File: config.mk
export PLATFORM = sky130hd
export DESIGN_NAME = can_mode_ctrl
export DESIGN_NICKNAME = d
export VERILOG_FILES = /design/src/rtl/can_mode_pkg.sv /design/src/rtl/can_mode_hs.sv /design/src/rtl/can_mode_integ.sv /design/src/rtl/can_mode_ctrl.sv
export SDC_FILE = /design/constraint.sdc
export NUM_CORES = 1
export LEC_CHECK = 0
export BUFFER_PORTS_ARGS = -buffer_cell sky130_fd_sc_hd__buf_2
export CAP_MARGIN = 20
export CORE_ASPECT_RATIO = 0.6
export CORE_MARGIN = 2
export CORE_UTILIZATION = 40
export DETAILED_ROUTE_END_ITERATION = 10
export SLEW_MARGIN = 20
export SYNTH_ARGS = -nofsm -noshare
export SYNTH_HDL_FRONTEND = slang
export SYNTH_SLANG_ARGS = --single-unit
File: constraint.sdc
create_clock -name clk -period 2.9 [get_ports clk]
set_input_delay 0.29 -clock clk [delete_from_list [all_inputs] [get_ports clk]]
set_output_delay 0.29 -clock clk [all_outputs]
set_load 0.05 [all_outputs]
File: src/rtl/can_mode_pkg.sv
package can_mode_pkg;
   localparam int unsigned CMC_RUN_LEN = 11;
   localparam int unsigned CMC_OCC_LEN = 128;

   typedef struct packed {
      logic req;
      logic ack;
   } cmc_hs_t;
endpackage

File: src/rtl/can_mode_hs.sv
module can_mode_hs #(
   parameter bit RESET_VAL = 1'b0
) (
   input  logic clk,
   input  logic rst_n,
   input  logic wr_en,
   input  logic wr_val,
   input  logic set_block,
   input  logic enter_ok,
   input  logic auto_clr,
   output can_mode_pkg::cmc_hs_t hs
);
   can_mode_pkg::cmc_hs_t hs_q;
   logic req_nxt;

   always_comb begin
      req_nxt = hs_q.req;
      if (wr_en) begin
         if (wr_val && !set_block)
            req_nxt = 1'b1;
         else if (!wr_val && hs_q.ack)
            req_nxt = 1'b0;
      end
      if (auto_clr && hs_q.ack)
         req_nxt = 1'b0;
   end

   always_ff @(posedge clk or negedge rst_n) begin
      if (!rst_n) begin
         hs_q.req <= RESET_VAL;
         hs_q.ack <= RESET_VAL;
      end else begin
         hs_q.req <= req_nxt;
         hs_q.ack <= hs_q.req & (hs_q.ack | enter_ok);
      end
   end

   assign hs = hs_q;

   p_clear_locked_r6: assert property (@(posedge clk) disable iff (!rst_n)
      (hs_q.req && !hs_q.ack) |=> hs_q.req);
   p_ack_falls_r7: assert property (@(posedge clk) disable iff (!rst_n)
      !hs_q.req |=> !hs_q.ack);
   p_entry_gated_r2: assert property (@(posedge clk) disable iff (!rst_n)
      (!hs_q.ack && !enter_ok) |=> !hs_q.ack);
   p_set_blocked_r3: assert property (@(posedge clk) disable iff (!rst_n)
      (!hs_q.req && set_block) |=> !hs_q.req);
endmodule

File: src/rtl/can_mode_integ.sv
module can_mode_integ #(
   parameter int unsigned RUN_LEN = can_mode_pkg::CMC_RUN_LEN,
   parameter int unsigned OCC_LEN = can_mode_pkg::CMC_OCC_LEN
) (
   input  logic clk,
   input  logic rst_n,
   input  logic hold,
   input  logic bit_strobe,
   input  logic rx_line,
   input  logic bus_off,
   output logic synced
);
   localparam int unsigned RUN_W = $clog2(RUN_LEN + 1);

   if (RUN_LEN < 2) begin : g_bad_run
      $error("can_mode_integ: RUN_LEN must be at least 2");
   end
   if (OCC_LEN < 1) begin : g_bad_occ
      $error("can_mode_integ: OCC_LEN must be at least 1");
   end

   logic [RUN_W-1:0] run_q;
   logic synced_q;
   logic run_done;
   logic sync_hit;

   assign run_done = bit_strobe & rx_line & ~hold & ~synced_q &
                     (run_q == RUN_W'(RUN_LEN - 1));

   always_ff @(posedge clk or negedge rst_n) begin
      if (!rst_n)
         run_q <= '0;
      else if (hold || synced_q)
         run_q <= '0;
      else if (bit_strobe) begin
         if (!rx_line || run_done)
            run_q <= '0;
         else
            run_q <= run_q + 1'b1;
      end
   end

   if (OCC_LEN > 1) begin : g_occ
      localparam int unsigned OCC_W = $clog2(OCC_LEN + 1);
      logic [OCC_W-1:0] occ_q;
      logic last_occ;
      assign last_occ = (occ_q == OCC_W'(OCC_LEN - 1));
      always_ff @(posedge clk or negedge rst_n) begin
         if (!rst_n)
            occ_q <= '0;
         else if (hold)
            occ_q <= '0;
         else if (run_done && bus_off)
            occ_q <= last_occ ? '0 : occ_q + 1'b1;
      end
      assign sync_hit = run_done & (~bus_off | last_occ);

      p_occ_bound_r10: assert property (@(posedge clk) disable iff (!rst_n)
         occ_q < OCC_W'(OCC_LEN));
   end else begin : g_no_occ
      assign sync_hit = run_done;
   end

   always_ff @(posedge clk or negedge rst_n) begin
      if (!rst_n)
         synced_q <= 1'b0;
      else if (hold)
         synced_q <= 1'b0;
      else if (sync_hit)
         synced_q <= 1'b1;
   end

   assign synced = synced_q;

   p_run_bound_r9: assert property (@(posedge clk) disable iff (!rst_n)
      run_q < RUN_W'(RUN_LEN));
   p_dominant_restart_r9: assert property (@(posedge clk) disable iff (!rst_n)
      (bit_strobe && !rx_line && !hold) |=> (run_q == '0));
   p_hold_unsync_r5: assert property (@(posedge clk) disable iff (!rst_n)
      hold |=> !synced_q);
endmodule

File: src/rtl/can_mode_ctrl.sv
module can_mode_ctrl #(
   parameter int unsigned RUN_LEN = can_mode_pkg::CMC_RUN_LEN,
   parameter int unsigned OCC_LEN = can_mode_pkg::CMC_OCC_LEN
) (
   input  logic clk,
   input  logic rst_n,
   input  logic cpu_wr,
   input  logic cpu_sleep,
   input  logic cpu_init,
   input  logic wake_pend,
   input  logic wake_en,
   input  logic rx_busy,
   input  logic tx_pending,
   input  logic rx_line,
   input  logic bit_strobe,
   input  logic bus_off,
   output logic sleep_req,
   output logic sleep_ack,
   output logic init_req,
   output logic init_ack,
   output logic tx_force_rec,
   output logic eng_abort,
   output logic cfg_wr_en,
   output logic bus_synced
);
   can_mode_pkg::cmc_hs_t slp_hs;
   can_mode_pkg::cmc_hs_t cfg_hs;
   logic bus_idle;
   logic integ_hold;

   assign bus_idle = ~rx_busy & ~tx_pending;

   can_mode_hs #(.RESET_VAL(1'b0)) u_sleep (
      .clk       (clk),
      .rst_n     (rst_n),
      .wr_en     (cpu_wr),
      .wr_val    (cpu_sleep),
      .set_block (wake_pend),
      .enter_ok  (bus_idle),
      .auto_clr  (wake_en & ~rx_line),
      .hs        (slp_hs)
   );

   can_mode_hs #(.RESET_VAL(1'b1)) u_cfg (
      .clk       (clk),
      .rst_n     (rst_n),
      .wr_en     (cpu_wr),
      .wr_val    (cpu_init),
      .set_block (1'b0),
      .enter_ok  (1'b1),
      .auto_clr  (1'b0),
      .hs        (cfg_hs)
   );

   assign integ_hold = cfg_hs.req | cfg_hs.ack;

   can_mode_integ #(.RUN_LEN(RUN_LEN), .OCC_LEN(OCC_LEN)) u_integ (
      .clk        (clk),
      .rst_n      (rst_n),
      .hold       (integ_hold),
      .bit_strobe (bit_strobe),
      .rx_line    (rx_line),
      .bus_off    (bus_off),
      .synced     (bus_synced)
   );

   assign sleep_req    = slp_hs.req;
   assign sleep_ack    = slp_hs.ack;
   assign init_req     = cfg_hs.req;
   assign init_ack     = cfg_hs.ack;
   assign eng_abort    = cfg_hs.req & ~cfg_hs.ack;
   assign cfg_wr_en    = cfg_hs.req & cfg_hs.ack;
   assign tx_force_rec = cfg_hs.req | ~bus_synced;

   p_abort_single_r5: assert property (@(posedge clk) disable iff (!rst_n)
      eng_abort |=> !eng_abort);
   p_cfg_unsynced_r11: assert property (@(posedge clk) disable iff (!rst_n)
      cfg_wr_en |-> (tx_force_rec && !bus_synced));
   p_wake_clears_r4: assert property (@(posedge clk) disable iff (!rst_n)
      (sleep_ack && wake_en && !rx_line) |=> !sleep_req);
endmodule

==> impl_metrics.toml <==
[routing]
route.vias.total = 786
post_detailed_route_wirelength_per_cell_um = 13.16
drc = 0
first_drt_iteration_drcs = 53
final_antenna_net_count = 0
route.detailed.vias_per_inst = 5.421
wirelength_mm = 1.908
drtPass1Iterations = 4

[power_and_ir_drop]
peakVddDrop_mv = 0.3909
post_layout_power_uw = 607.9
power-per-cell-area_nw_per_um2 = 559.7
power_leakage_uw = 0.0004932

[grt]
grt.total_usage = 0.1726
first_global_vias = 740
grt_antenna_before_repair = 0
grt_pass1_wl_mm = 3.236
globalRouteOverflowTotal = 0
grt_start_max_net_pins = 18

[hold_path]
hold_path.class = "in -> reg"

[synth]
synth-compound-area-share = 0.1532
synth.cells.most_frequent = "dfrtp_1 (15), nand2_1 (9), a21oi_1 (8)"
syn-mean-instance-area_um2 = 9.835
yosys_register_bits = 17
synth_largest_type_area_fraction = 0.4104
synth-simple-area-share = 0.2709
synth_top_area_cell = "dfrtp_1"
ys.flop_type = "dfrtp_1"
yosys.cell_types.count = 39
asyncSetResetFlopFracSynth = 1.000
post_synth_xor_area_fraction = 0.02873
synth_edf_count = 0
adder_cell_share_of_the_synthesized_area = 0.04104
netlist_instances = 93
synth_warnings = 0
synth.area.mux_share = 0
combinational_family_with_the_most_area_after_synthesis = "simple AND/OR/NAND/NOR gates"
synth_top_cells_by_area = "dfrtp_1 (41%), dfstp_2 (5.7%), a21oi_1 (4.4%), ha_1 (4.1%), nand2_1 (3.7%)"
synth_seq_area_share = 0.4679
post-synth-top-count-cell = "dfrtp_1"
synth_nets = 108
synthesis.area_um2 = 914.6

[cts]
tritoncts = "yes"
clock-root-buffer = "clkbuf_8"
clk_latency_ns = 0.25
bufs_on_longest_clock_path = 2
cts_buffers = 3
post_cts_resized = 0
cts.reportedPaths.clkPinSlew_ns = 0.07
clock_sinks = 17
cts_max_level = 1

[timing]
relSlewSlack = 0.6427
worst-slew-pin-transition_ns = 0.5318
timing.final.setup_violations = 0
fmax_mhz = 544.7
slew_viol_final = 0
tns_ns = 0
final_period_minus_worst_setup_slack_ns = 1.836
rsz0062_at_grt = "false"
timing_hold_violations_final = 0
finClkSkew_ns = 0.006230
final_min_period_over_clock_period = 0.6330
setup_slack_ns = 1.064

[floorplanning]
placeableCoreArea_um2 = 2163
fp.dieArea_um2 = 2698
initial_core_util = 0.4228
die_w_um = 65.73
fp.dieH_um = 41.04
design.portCount = 20
core.rowCount = 13

[setup_path]
critPathBufInv = 1
crit_fanout = 8
critical_path.top_delay_family = "simple AND/OR/NAND/NOR gates"
worstSetupPathType = "reg -> reg"
worstSetupEndpointType = "flop"
crit_required_ns = 3.08
startpoint_type = "flop"
cp_cell_sequence = "inv_1 -> ha_1 -> and4b_1 -> nand2_4 -> or4_1 -> a21oi_1"
crit_path_max_incr_delay_ns = 0.48
cp.arrival_ns = 2.01
critPathSlowestCell = "or4_1"

[placement]
place.detailed.hpwl_mm = 1.471
portBuffers = 19
final_estimated_routing_congestion_in_global_placement = 0.8716
place_ws_ns = 1.068

[cells_and_area]
final-seq-area_um2 = 427.9
area.growth.synth_to_final_pct = 18.74
final_layout_size_suffix_gt1_frac = 0.2609
nFillCells = 208
multiInputGateArea_um2 = 451.7
final_core_util = 0.5020
layout.nets = 131
antenna_cells = 0

[run_status]
status = "finished clean"

[flow_run]
max-cap-violations = 0
==> worst register-to-register path, stage by stage, from the launching register on <==
cell and delay (ns):
dfrtp_1 0.42, inv_1 0.08, ha_1 0.14, and4b_1 0.37
nand2_4 0.11, or4_1 0.48, a21oi_1 0.16
==> per-stage QoR <==
step	hold WS, ns	instances	cell area (µm²)
global placement	0.2327	140	1031
finish	0.2756	145	1086
CTS	0.2740	145	1086
global route	0.2759	145	1086
floorplan	-0.005591	93	914.6
detailed placement	0.2346	140	1031
==> layout make-up <==
class | count | area share
clock buffers | 4 | 0.04147
well taps | 30 | 0.03456
multi-input cells | 69 | 0.4159
flip-flops and latches | 17 | 0.3940
inverters | 5 | 0.01728
repair buffers | 20 | 0.09677
==> placed cells by master (no fill, tap or decap), types with 2 or more instances in the layout <==
cell      instances
nand4b_1          2
clkbuf_8          3
dfrtp_1          15
inv_1             5
nand3b_1          2
ha_1              3
and2_1            2
nand3_1           4
xor2_1            3
buf_2            19
o21ai_0           4
nor3_1            2
nand4_1           3
a21oi_1           8
nand2_1           9
dfstp_2           2
nor2_1            5
==> path summary, 6_finish.rpt <==
| check | from | to | slack (ns) | cells after the start |
|---|---|---|---|---|
| worst max-delay path | u_integ.run_q[0]$_DFFE_PN0P_ | u_integ.g_occ.occ_q[7]$_DFFE_PN0P_ | 1.06 | 6 |
| worst min-delay path | cpu_init | u_cfg.hs[1]$_DFFE_PN1P_ | 0.28 | 2 |
| worst max register to register | u_integ.run_q[0]$_DFFE_PN0P_ | u_integ.g_occ.occ_q[7]$_DFFE_PN0P_ | 1.06 | 6 |
| worst min register to register | u_cfg.hs[1]$_DFFE_PN1P_ | u_cfg.hs[0]$_DFF_PN1_ | 0.40 | 0 |
| max in group asynchronous | rst_n | u_cfg.hs[0]$_DFF_PN1_ | 2.11 | 2 |
| min in group asynchronous | rst_n | u_integ.g_occ.occ_q[1]$_DFFE_PN0P_ | 0.48 | 2 |
==> where the power goes <==
| part | internal [µW] | switching [µW] | total [µW] |
|---|---|---|---|
| Sequential | 259 | 18.3 | 277 |
| Clock | 97.5 | 78.7 | 176 |
| Combinational | 39.7 | 115 | 154 |
==> kinds of logic (layout without fill, tap and decap cells) <==
family | after synthesis | after routing
AO/OA/AOI/OAI | 22 | 22
XOR/XNOR | 3 | 3
adder cells (fa/ha/maj) | 3 | 3
buffers and inverters | 7 | 29
flip-flops | 17 | 17
AND/OR/NAND/NOR | 41 | 41
==> per-layer routing <==
layer / share of wire / track usage
met4: 0.010 / 0.08854
met1: 0.51 / 0.2087
met3: 0.057 / 0.05769
met5: 0 / 0
met2: 0.43 / 0.2854
==> state kept, by name, summed over array words and instances, names as in the netlist <==
| register | count |
|---|---|
| u_cfg.hs | 2 |
| u_integ.g_occ.occ_q | 8 |
| u_integ.synced | 1 |
| u_integ.run_q | 4 |
| u_sleep.hs | 2 |
==> what timing repair did <==
action                                 CTS  global route
hold buffers                             1             0
setup endpoints to repair                0             0
endpoints found under the hold margin   15             0
buffers inserted                         0             0
No activity file was read; power rests on OpenSTA's default activity.
